[src/rtl/wdt2_pkg.sv]
package wdt2_pkg;

    localparam int ADDR_W = 8;
    localparam int DATA_W = 32;

    localparam logic [ADDR_W-1:0] A_CTRL = 8'h00;
    localparam logic [ADDR_W-1:0] A_INIT = 8'h04;
    localparam logic [ADDR_W-1:0] A_CURR = 8'h08;
    localparam logic [ADDR_W-1:0] A_STAT = 8'h0C;
    localparam logic [ADDR_W-1:0] A_POST = 8'h80;

    // control register: bit 0 run, bit 1 auto-reset, bit 2 POST-port kick enable
    typedef struct packed {
        logic post_en;
        logic auto_rst;
        logic run;
    } ctrl_t;

    // status register: bit 0 first stage, bit 1 second stage
    typedef struct packed {
        logic second;
        logic first;
    } stat_t;

    typedef struct packed {
        logic kick;
        logic ctrl_we;
        logic init_we;
        logic stat_we;
    } wr_dec_t;

    function automatic wr_dec_t decode_write(input logic wr,
                                             input logic [ADDR_W-1:0] addr,
                                             input logic post_en);
        wr_dec_t d;
        d.kick    = wr && ((addr == A_CURR) || ((addr == A_POST) && post_en));
        d.ctrl_we = wr && (addr == A_CTRL);
        d.init_we = wr && (addr == A_INIT);
        d.stat_we = wr && (addr == A_STAT);
        return d;
    endfunction

    // Flag update: a new event wins over a simultaneous write-one-to-clear.
    function automatic logic next_flag(input logic cur, input logic set,
                                       input logic clr);
        return set | (cur & ~clr);
    endfunction

endpackage

[src/rtl/wdt2_tick_sync.sv]
module wdt2_tick_sync #(
    parameter int SYNC_STAGES = 2
) (
    input  logic clk,
    input  logic rst,
    input  logic tick_async,
    output logic tick_pulse
);
    localparam int LAST = SYNC_STAGES - 1;

    logic [SYNC_STAGES-1:0] sync_q;
    logic                   prev_q;

    generate
        for (genvar i = 0; i < SYNC_STAGES; i++) begin : g_stage
            if (i == 0) begin : g_first
                always_ff @(posedge clk) begin
                    if (rst) sync_q[0] <= 1'b0;
                    else     sync_q[0] <= tick_async;
                end
            end else begin : g_next
                always_ff @(posedge clk) begin
                    if (rst) sync_q[i] <= 1'b0;
                    else     sync_q[i] <= sync_q[i-1];
                end
            end
        end
    endgenerate

    always_ff @(posedge clk) begin
        if (rst) prev_q <= 1'b0;
        else     prev_q <= sync_q[LAST];
    end

    assign tick_pulse = sync_q[LAST] & ~prev_q;

    // a rising edge of the reference yields a single-cycle pulse
    assert_single_pulse_R2: assert property (@(posedge clk) disable iff (rst)
        tick_pulse |=> !tick_pulse);

endmodule

[src/rtl/wdt2_core.sv]
module wdt2_core #(
    parameter int CNT_W = 24
) (
    input  logic             clk,
    input  logic             rst,
    input  logic             tick,
    input  logic             run,
    input  logic             kick,
    input  logic [CNT_W-1:0] init_val,
    output logic [CNT_W-1:0] count,
    output logic             first_exp,
    output logic             second_exp
);
    localparam logic [CNT_W-1:0] ONE = CNT_W'(1);

    logic [CNT_W-1:0] cnt_q;
    logic             stage_q;
    logic             step;
    logic             at_end;

    always_comb begin
        step       = tick && run && !kick;
        at_end     = (cnt_q <= ONE);
        first_exp  = step && at_end && !stage_q;
        second_exp = step && at_end && stage_q;
    end

    always_ff @(posedge clk) begin
        if (rst) begin
            cnt_q   <= '0;
            stage_q <= 1'b0;
        end else if (kick) begin
            cnt_q   <= init_val;
            stage_q <= 1'b0;
        end else if (step) begin
            if (at_end) begin
                cnt_q   <= init_val;
                stage_q <= 1'b1;
            end else begin
                cnt_q <= cnt_q - ONE;
            end
        end
    end

    assign count = cnt_q;

    assert_hold_stopped_R2: assert property (@(posedge clk) disable iff (rst)
        (!run && !kick) |=> $stable(count));

    assert_step_down_R2: assert property (@(posedge clk) disable iff (rst)
        (tick && run && !kick && count > ONE) |=> count == $past(count) - ONE);

    assert_kick_load_R3: assert property (@(posedge clk) disable iff (rst)
        kick |=> count == $past(init_val));

    assert_stage_cleared_R10: assert property (@(posedge clk) disable iff (rst)
        kick |=> !second_exp);

    assert_exclusive_R5: assert property (@(posedge clk) disable iff (rst)
        $onehot0({first_exp, second_exp}));

endmodule

[src/rtl/wdt2_regs.sv]
module wdt2_regs
    import wdt2_pkg::*;
#(
    parameter int CNT_W = 24
) (
    input  logic              clk,
    input  logic              rst,
    input  logic              wr,
    input  logic [ADDR_W-1:0] addr,
    input  logic [DATA_W-1:0] wdata,
    input  logic              set_first,
    input  logic              set_second,
    input  logic [CNT_W-1:0]  count,
    output ctrl_t             ctrl,
    output stat_t             stat,
    output logic [CNT_W-1:0]  init_val,
    output logic              kick,
    output logic [DATA_W-1:0] rdata
);
    ctrl_t            ctrl_q;
    stat_t            stat_q;
    logic [CNT_W-1:0] init_q;
    wr_dec_t          dec;

    always_comb dec = decode_write(wr, addr, ctrl_q.post_en);

    always_ff @(posedge clk) begin
        if (rst) begin
            ctrl_q <= '0;
            init_q <= '0;
            stat_q <= '0;
        end else begin
            if (dec.ctrl_we) ctrl_q <= ctrl_t'(wdata[2:0]);
            if (dec.init_we) init_q <= wdata[CNT_W-1:0];
            stat_q.first  <= next_flag(stat_q.first,  set_first,
                                       dec.stat_we && wdata[0]);
            stat_q.second <= next_flag(stat_q.second, set_second,
                                       dec.stat_we && wdata[1]);
        end
    end

    always_comb begin
        rdata = '0;
        case (addr)
            A_CTRL:  rdata = DATA_W'(ctrl_q);
            A_INIT:  rdata = DATA_W'(init_q);
            A_CURR:  rdata = DATA_W'(count);
            A_STAT:  rdata = DATA_W'(stat_q);
            default: rdata = '0;
        endcase
    end

    assign ctrl     = ctrl_q;
    assign stat     = stat_q;
    assign init_val = init_q;
    assign kick     = dec.kick;

    assert_w1c_first_R8: assert property (@(posedge clk) disable iff (rst)
        (dec.stat_we && wdata[0] && !set_first) |=> !stat.first);

    assert_w1c_second_R8: assert property (@(posedge clk) disable iff (rst)
        (dec.stat_we && wdata[1] && !set_second) |=> !stat.second);

    assert_first_set_R5: assert property (@(posedge clk) disable iff (rst)
        set_first |=> stat.first);

    assert_second_set_R6: assert property (@(posedge clk) disable iff (rst)
        set_second |=> stat.second);

endmodule

[src/rtl/wdt2_rst_pulse.sv]
module wdt2_rst_pulse #(
    parameter int PULSE_CLKS = 16
) (
    input  logic clk,
    input  logic rst,
    input  logic fire,
    output logic pulse
);
    localparam int PW = $clog2(PULSE_CLKS + 1);
    localparam logic [PW-1:0] LOAD = PW'(PULSE_CLKS);

    logic [PW-1:0] left_q;

    always_ff @(posedge clk) begin
        if (rst)                 left_q <= '0;
        else if (fire)           left_q <= LOAD;
        else if (left_q != '0)   left_q <= left_q - PW'(1);
    end

    assign pulse = (left_q != '0);

    assert_pulse_start_R7: assert property (@(posedge clk) disable iff (rst)
        fire |=> pulse);

    assert_pulse_ends_R7: assert property (@(posedge clk) disable iff (rst)
        (!fire && left_q == PW'(1)) |=> !pulse);

endmodule

[src/rtl/dual_stage_watchdog.sv]
module dual_stage_watchdog
    import wdt2_pkg::*;
#(
    parameter int CNT_W          = 24,
    parameter int RST_PULSE_CLKS = 16,
    parameter int SYNC_STAGES    = 2
) (
    input  logic              clk,
    input  logic              rst,
    input  logic              bus_wr,
    input  logic [ADDR_W-1:0] bus_addr,
    input  logic [DATA_W-1:0] bus_wdata,
    output logic [DATA_W-1:0] bus_rdata,
    input  logic              tick_in,
    output logic              irq_o,
    output logic              mod_rst_o
);
    ctrl_t            ctrl;
    stat_t            stat;
    logic [CNT_W-1:0] init_val;
    logic [CNT_W-1:0] count;
    logic             kick;
    logic             tick;
    logic             first_exp;
    logic             second_exp;
    logic             rst_fire;

    wdt2_tick_sync #(.SYNC_STAGES(SYNC_STAGES)) u_sync (
        .clk        (clk),
        .rst        (rst),
        .tick_async (tick_in),
        .tick_pulse (tick)
    );

    wdt2_regs #(.CNT_W(CNT_W)) u_regs (
        .clk        (clk),
        .rst        (rst),
        .wr         (bus_wr),
        .addr       (bus_addr),
        .wdata      (bus_wdata),
        .set_first  (first_exp),
        .set_second (second_exp),
        .count      (count),
        .ctrl       (ctrl),
        .stat       (stat),
        .init_val   (init_val),
        .kick       (kick),
        .rdata      (bus_rdata)
    );

    wdt2_core #(.CNT_W(CNT_W)) u_core (
        .clk        (clk),
        .rst        (rst),
        .tick       (tick),
        .run        (ctrl.run),
        .kick       (kick),
        .init_val   (init_val),
        .count      (count),
        .first_exp  (first_exp),
        .second_exp (second_exp)
    );

    assign rst_fire = second_exp && ctrl.auto_rst;

    wdt2_rst_pulse #(.PULSE_CLKS(RST_PULSE_CLKS)) u_pulse (
        .clk   (clk),
        .rst   (rst),
        .fire  (rst_fire),
        .pulse (mod_rst_o)
    );

    assign irq_o = stat.first | (stat.second & ~ctrl.auto_rst);

    // a first-stage expiry raises the interrupt on the next cycle
    assert_first_irq_R5: assert property (@(posedge clk) disable iff (rst)
        first_exp |=> irq_o);

    // with auto-reset on, a second-stage expiry resets instead of interrupting
    assert_auto_reset_R7: assert property (@(posedge clk) disable iff (rst)
        (second_exp && ctrl.auto_rst) |=> mod_rst_o);

    // nothing changes state while stopped and not kicked
    assert_no_flag_stopped_R2: assert property (@(posedge clk) disable iff (rst)
        !ctrl.run |-> !(first_exp || second_exp));

endmodule

[config.mk]
export PLATFORM = sky130hd
export DESIGN_NAME = dual_stage_watchdog
export DESIGN_NICKNAME = d
export VERILOG_FILES = /design/src/rtl/wdt2_pkg.sv /design/src/rtl/wdt2_tick_sync.sv /design/src/rtl/wdt2_core.sv /design/src/rtl/wdt2_regs.sv /design/src/rtl/wdt2_rst_pulse.sv /design/src/rtl/dual_stage_watchdog.sv
export SDC_FILE = /design/constraint.sdc
export NUM_CORES = 1
export LEC_CHECK = 0
export BUFFER_PORTS_ARGS = -buffer_cell sky130_fd_sc_hd__buf_2
export CAP_MARGIN = 20
export CORE_MARGIN = 5
export CORE_UTILIZATION = 40
export DETAILED_ROUTE_END_ITERATION = 10
export GPL_TIMING_DRIVEN = 0
export PLACE_DENSITY = 0.61
export SYNTH_ARGS = -nofsm -noshare
export SYNTH_HDL_FRONTEND = slang
export SYNTH_HIERARCHICAL = 1
export SYNTH_SLANG_ARGS = --single-unit
[constraint.sdc]
create_clock -name clk -period 3.3 [get_ports clk]
set_clock_uncertainty 0.2 [all_clocks]
set_input_delay 0.66 -clock clk [delete_from_list [all_inputs] [get_ports clk]]
set_output_delay 0.66 -clock clk [all_outputs]
set_load 0.05 [all_outputs]
Yosys cells after proc, flatten, opt, wreduce, memory -nomap -nowiden
Index checks and enable logic that the tools add are counted.
{"block": "op_classes", "addsub": 2, "order_cmp": 1, "n_eq_ne": 4, "muxes": 6, "bitwise_logic": 11, "n_reduce_logical": 23}
{"operator": "24-bit one-hot mux with 4 select lines", "n": 1}
{"operator": "24-bit 2-to-1 mux", "n": 3}
{"operator": "24-bit by 1-bit less-or-equal comparator with 1-bit output, second input constant", "n": 1}
{"operator": "24-bit by 1-bit subtractor with 24-bit output, second input constant", "n": 1}
{"operator": "8-bit by 4-bit equality test with 1-bit output, second input constant", "n": 2}
{"operator": "1-bit logical AND", "n": 13}
{"operator": "5-bit 2-to-1 mux", "n": 2}
{"operator": "8-bit by 3-bit equality test with 1-bit output, second input constant", "n": 1}
{"operator": "8-bit equality test, second input constant", "n": 1}
{"operator": "8-bit logical NOT", "n": 1}
{"operator": "5-bit nonzero test", "n": 1}
{"operator": "5-bit by 1-bit subtractor with 5-bit output, second input constant", "n": 1}
{"operator": "1-bit bitwise AND", "n": 4}
{"operator": "1-bit inverter", "n": 4}
{"operator": "2-bit nonzero test", "n": 2}
{"operator": "2-bit OR reduction", "n": 2}
{"operator": "1-bit OR", "n": 3}
{"operator": "1-bit logical NOT", "n": 2}
{"operator": "2-bit AND reduction", "n": 1}
{"operator": "1-bit logical OR", "n": 1}
{"block": "word_totals", "reg_bits": 62, "inputBits": 44}

Longest topological paths before layout
{"block": "logic_depth", "word_depth": 10, "ltp_mapped": 10}

Hierarchy
Netlist, hierarchy kept.
{"module": "wdt2_regs", "n_inst": 1, "cells_per_inst": 202, "area_per_inst_um2": 1805.5, "seq_area_each_um2": 580.6}
{"module": "wdt2_core", "n_inst": 1, "cells_per_inst": 215, "area_per_inst_um2": 1710.4, "seq_area_each_um2": 500.5}
{"module": "wdt2_rst_pulse", "n_inst": 1, "cells_per_inst": 24, "area_per_inst_um2": 222.7, "seq_area_each_um2": 100.1}
{"module": "wdt2_tick_sync", "n_inst": 1, "cells_per_inst": 7, "area_per_inst_um2": 87.6, "seq_area_each_um2": 60.1}
{"module": "dual_stage_watchdog", "n_inst": 1, "cells_per_inst": 3, "area_per_inst_um2": 18.8, "seq_area_each_um2": 0.0}

Worst setup path before layout
Ideal clock, no wire load.
{"block": "synth_path", "kind": "input port to flip-flop", "start": "input port bus_addr[1]", "end": "register u_core.cnt_q[13] (netlist: u_core/count[13])", "t_arrival_ns": 2.681, "required_time_ns": 2.978, "slack_ns": 0.297, "stages": 9, "cell_sequence": "or4_4 -> nor2_1 -> and4b_1 -> clkbuf_1 -> inv_1 -> nand2_1 -> clkbuf_1 -> o21ai_0 -> a221o_1"}
{"block": "synth_via", "elab_chain_len": 7, "elab_cells_between_ends": 9, "classes_between": "eq/ne: 2; mux: 1; reduce/logical: 6"}
{"item": "from (decl)", "line": "dual_stage_watchdog.sv:11", "rtl": "input logic [ADDR_W-1:0] bus_addr,"}
{"item": "8-bit equality test", "line": "wdt2_pkg.sv:36", "rtl": "d.kick = wr && ((addr == A_CURR) || ((addr == A_POST) && post_en));"}
{"item": "1-bit logical AND", "line": "wdt2_pkg.sv:36"}
{"item": "1-bit logical OR (*)", "line": "wdt2_pkg.sv:36"}
{"item": "1-bit logical AND (*)", "line": "wdt2_pkg.sv:36"}
{"item": "via kick", "line": "dual_stage_watchdog.sv:22", "rtl": "logic kick;"}
{"item": "1-bit logical NOT", "line": "wdt2_core.sv:22", "rtl": "step = tick && run && !kick;"}
{"item": "1-bit logical AND", "line": "wdt2_core.sv:22"}
{"item": "2-bit nonzero test (no line)"}
{"item": "to (signal assigned)", "line": "wdt2_core.sv:33", "rtl": "cnt_q <= init_val;"}
{"item": "to (signal assigned)", "line": "wdt2_core.sv:37", "rtl": "cnt_q <= init_val;"}
{"item": "to (signal assigned)", "line": "wdt2_core.sv:40", "rtl": "cnt_q <= cnt_q - ONE;"}
{"item": "to (decl)", "line": "wdt2_core.sv:16", "rtl": "logic [CNT_W-1:0] cnt_q;"}
Mark *: on every way through the listed nets, which the timed path passes. The rest lies on a longest branch.
A chain may end at the register's enable or synchronous reset.

Final worst setup path
{"block": "layout_path", "start": "input port bus_addr[1]", "end": "register u_core.cnt_q[8] (netlist: u_core/count[8])"}
The elaborated chain is that of the path after synthesis.

==> impl_results.md <==
- Run status: finished clean
- Data required, critical path: approximately 3.3 ns
- RSZ-0062 raised after global routing: false
- Nets: roughly 570
- Post-Route M1 WL: roughly 5.5 mm
- Number of antenna repair diodes: 0
- Worst Max-Slew Pin Slew: approximately 0.72 ns
- VDD IR max: between 0.3 and 0.4 mV
- Crit. End Element: register
- GRT Total Usage: 21.0%
- Number of enable flip-flop cells after synthesis: 0
- Top layer in use: met4
- Post-Synth Adder-Cell Area: less than 1%
- Largest net degree at the start of global routing: 22
- Endpoints failing hold: 0
- Avg Inst Size Synth: 8.53 µm²
- Core area: around 0.0093 mm²
- Synth Flop Type: dfxtp_1
- Combinational family with the most area after synthesis: simple AND/OR/NAND/NOR gates
- Critical Path AT: 3.28 ns
- Seq/Total Area, Yosys: between 30% and 40%
- Synth Register Bits: between 60 and 70
- Die Wd: 108 µm
- Hold WC Path Type: register to register
- Metal2 WL: roughly 5.4 mm
- 1st-pass router iterations: 5
- Fraction of layout cells with a size suffix above 1: ~22%
- Critical path fanouts, max: 10
- P per Cell Area: 411 mW/mm²
- FF-to-FF path depth: 7
- Vias in the first global route: around 3,600
- Final slew viol count: 0
- # DRC: 0
- Setup ws final: ~0.058 ns
- YS warnings: 6
- Post-synthesis compound-gate area fraction: approximately 15%
- Slew HR: a little over 50%
- CP Launch Type: input pin
- Post-layout util: between 40% and 50%
- Die Ht: approximately 110 µm
- Initial drt markers: around 290
- Cts hold-fix bufs: 0
- WHS Path Cells: 1
- Initial antenna violation count: 0
- Site Rows: 35
- Final ANT Viol Nets: 0
- Register area: approximately 0.0012 mm²
- Vias: approximately 3,700
- Met3 WL: ~640 µm
- Vias per inst: around 5.6
- Final hold slack: roughly 0.26 ns
- Longest Clk Path Bufs: 2
- Max Clk Rate: slightly above 300 MHz
- Mapped Cells: between 400 and 500
- Cts repair resizes: 2
- Layout fillers: just under 1,000
- Cell variety after synth: 65
- Leakage: 1.79 nW
- Footprint of the multi-input gates: roughly 0.0023 mm²
- Routed length per instance: between 15 and 20 µm
- Grt ovf: 0
- Final period demand of the worst path: roughly 3.2 ns
- Die ar.: approximately 0.012 mm²
- Mux contribution to synthesized area: 10.9%
- Htree depth: 3
- Skew-Pair Late Insertion Delay: between 0.3 and 0.4 ns
- CTS clk-pin slew, worst paths: 0.07 ns
- CTS tree: built
- DPL Wire Length: around 8.5 mm
- Xor and xnor area share after synthesis: 0.683%
- Pre-CTS WS: -0.592 ns
- # port buffers: 59
- Max cap viols: 0
- Area grow syn2layout: 18.3%
- GPL Wtd Cong: about 0.92
- Ports: 78
- First-pass GRT wire length: between 15 and 20 mm
- Clock sinks: between 60 and 70
- Starting Density: 41.2%
- Async S/R FF share, synth: 0%
- CTS buffer count: 9
- DRT Wirelength: between 10 and 15 mm
- Period utilization: 98.2%
- Crit path kind: input pin to register
- Post-CTS Setup Inserts: 0
- Clock root cell: clkbuf_8
- Simple-Gate Fraction of Synth Area: roughly 33%
- Mapped Area: around 0.0038 mm²
- Setup-failing EPs final: 0
-- path summary, 6_finish.rpt --
check	start	end	slack (ns)
worst min-delay path	u_sync/sync_q[0]	u_sync/sync_q[1]	0.26
worst min register to register	u_sync/sync_q[0]	u_sync/sync_q[1]	0.26
worst max-delay path	bus_addr[1]	u_core/count[8]	0.06
worst max register to register	u_core/count[0]	u_core/count[7]	0.51
-- per-layer routing --
layer / up-vias / GRT usage [%]
li1: 1785 / -
met1: 1746 / 28.7
met2: 138 / 33.5
met3: 21 / 3.76
met4: 0 / 7.30
met5: - / 0
-- area by class of cell --
type | count | share of cell area, %
inverters | 11 | 0.908
plain buffers | 38 | 5.36
clock inverters | 6 | 1.87
well taps | 129 | 3.55
repair buffers | 59 | 6.49
multi-input cells | 346 | 51.5
clock buffers | 10 | 3.03
flip-flops and latches | 62 | 27.3
-- layout by cell type, fill, tap and decap left out, types with 14 or more instances in the layout --
cell type,instances
mux2i_1,35
nand2b_1,51
a22oi_1,22
nand2_1,24
dfxtp_1,62
nor2_1,45
buf_2,65
nand3_1,15
clkbuf_1,14
nor3_1,20
-- state kept, by name (all words and copies together) (netlist names) --
name and count:
u_core/count 24, u_core/stage_q 1, u_pulse/left_q 5, u_regs/ctrl 3, u_regs/init_val 24, u_regs/stat 2, u_sync/prev_q 1, u_sync/sync_q 2
-- metrics by stage --
stage | area, µm² | cells | TNS [ns] | total power [mW]
3_3_place_gp | 4330 | 646 | -7.30 | 1.11
2_1_floorplan | 3870 | 458 | 0 | 1.05
5_1_grt | 4550 | 661 | 0 | 1.95
4_1_cts | 4550 | 661 | 0 | 1.89
3_5_place_dp | 4330 | 646 | -7.88 | 1.12
6_report | 4550 | 661 | 0 | 1.87
-- report_power, final --
part / internal [mW] / total, mW / leakage [nW] / switching [mW]
clock network: 0.443 / 0.761 / 0.108 / 0.318
registers: 0.773 / 0.793 / 0.501 / 0.0196
logic: 0.129 / 0.314 / 1.18 / 0.185
total: 1.35 / 1.87 / 1.79 / 0.522
-- worst max-delay path: stages --
cell and delay, ns:
buf_2 0.12, or4_4 0.54, nor2_1 0.09, and4b_1 0.52, inv_1 0.34, nand2_1 0.24
clkbuf_2 0.29, o21ai_0 0.15, a221o_1 0.32
-- cells by family after synthesis --
family,count (synthesis)
flip-flops,62
adder cells (fa/ha/maj),3
XOR/XNOR,3
buffers and inverters,50
AO/OA/AOI/OAI,76
AND/OR/NAND/NOR,217
multiplexers,39
other,1
-- cell usage after synthesis (all sizes together), types with 4 or more instances --
master   number  area (µm²)
nor3         21         110
a22oi        22         165
a2bb2oi       4        35.0
and2          4        26.3
a21oi         4        23.8
a221o         4        40.0
nor4         10         105
and3          4        25.0
nand4         6        43.8
nor2b        11        78.8
nand2        24        90.1
nand3        15        75.1
nor2         45         169
dfxtp        62        1240
clkbuf       19        73.8
or4           9        71.3
o21ai        11        55.1
and4          4        35.0
inv          11        41.3
buf          20         171
mux2i        35         350
or3           6        37.5
a31oi         8        50.1
nand2b       51         319
(Power assumes the default switching activity.)
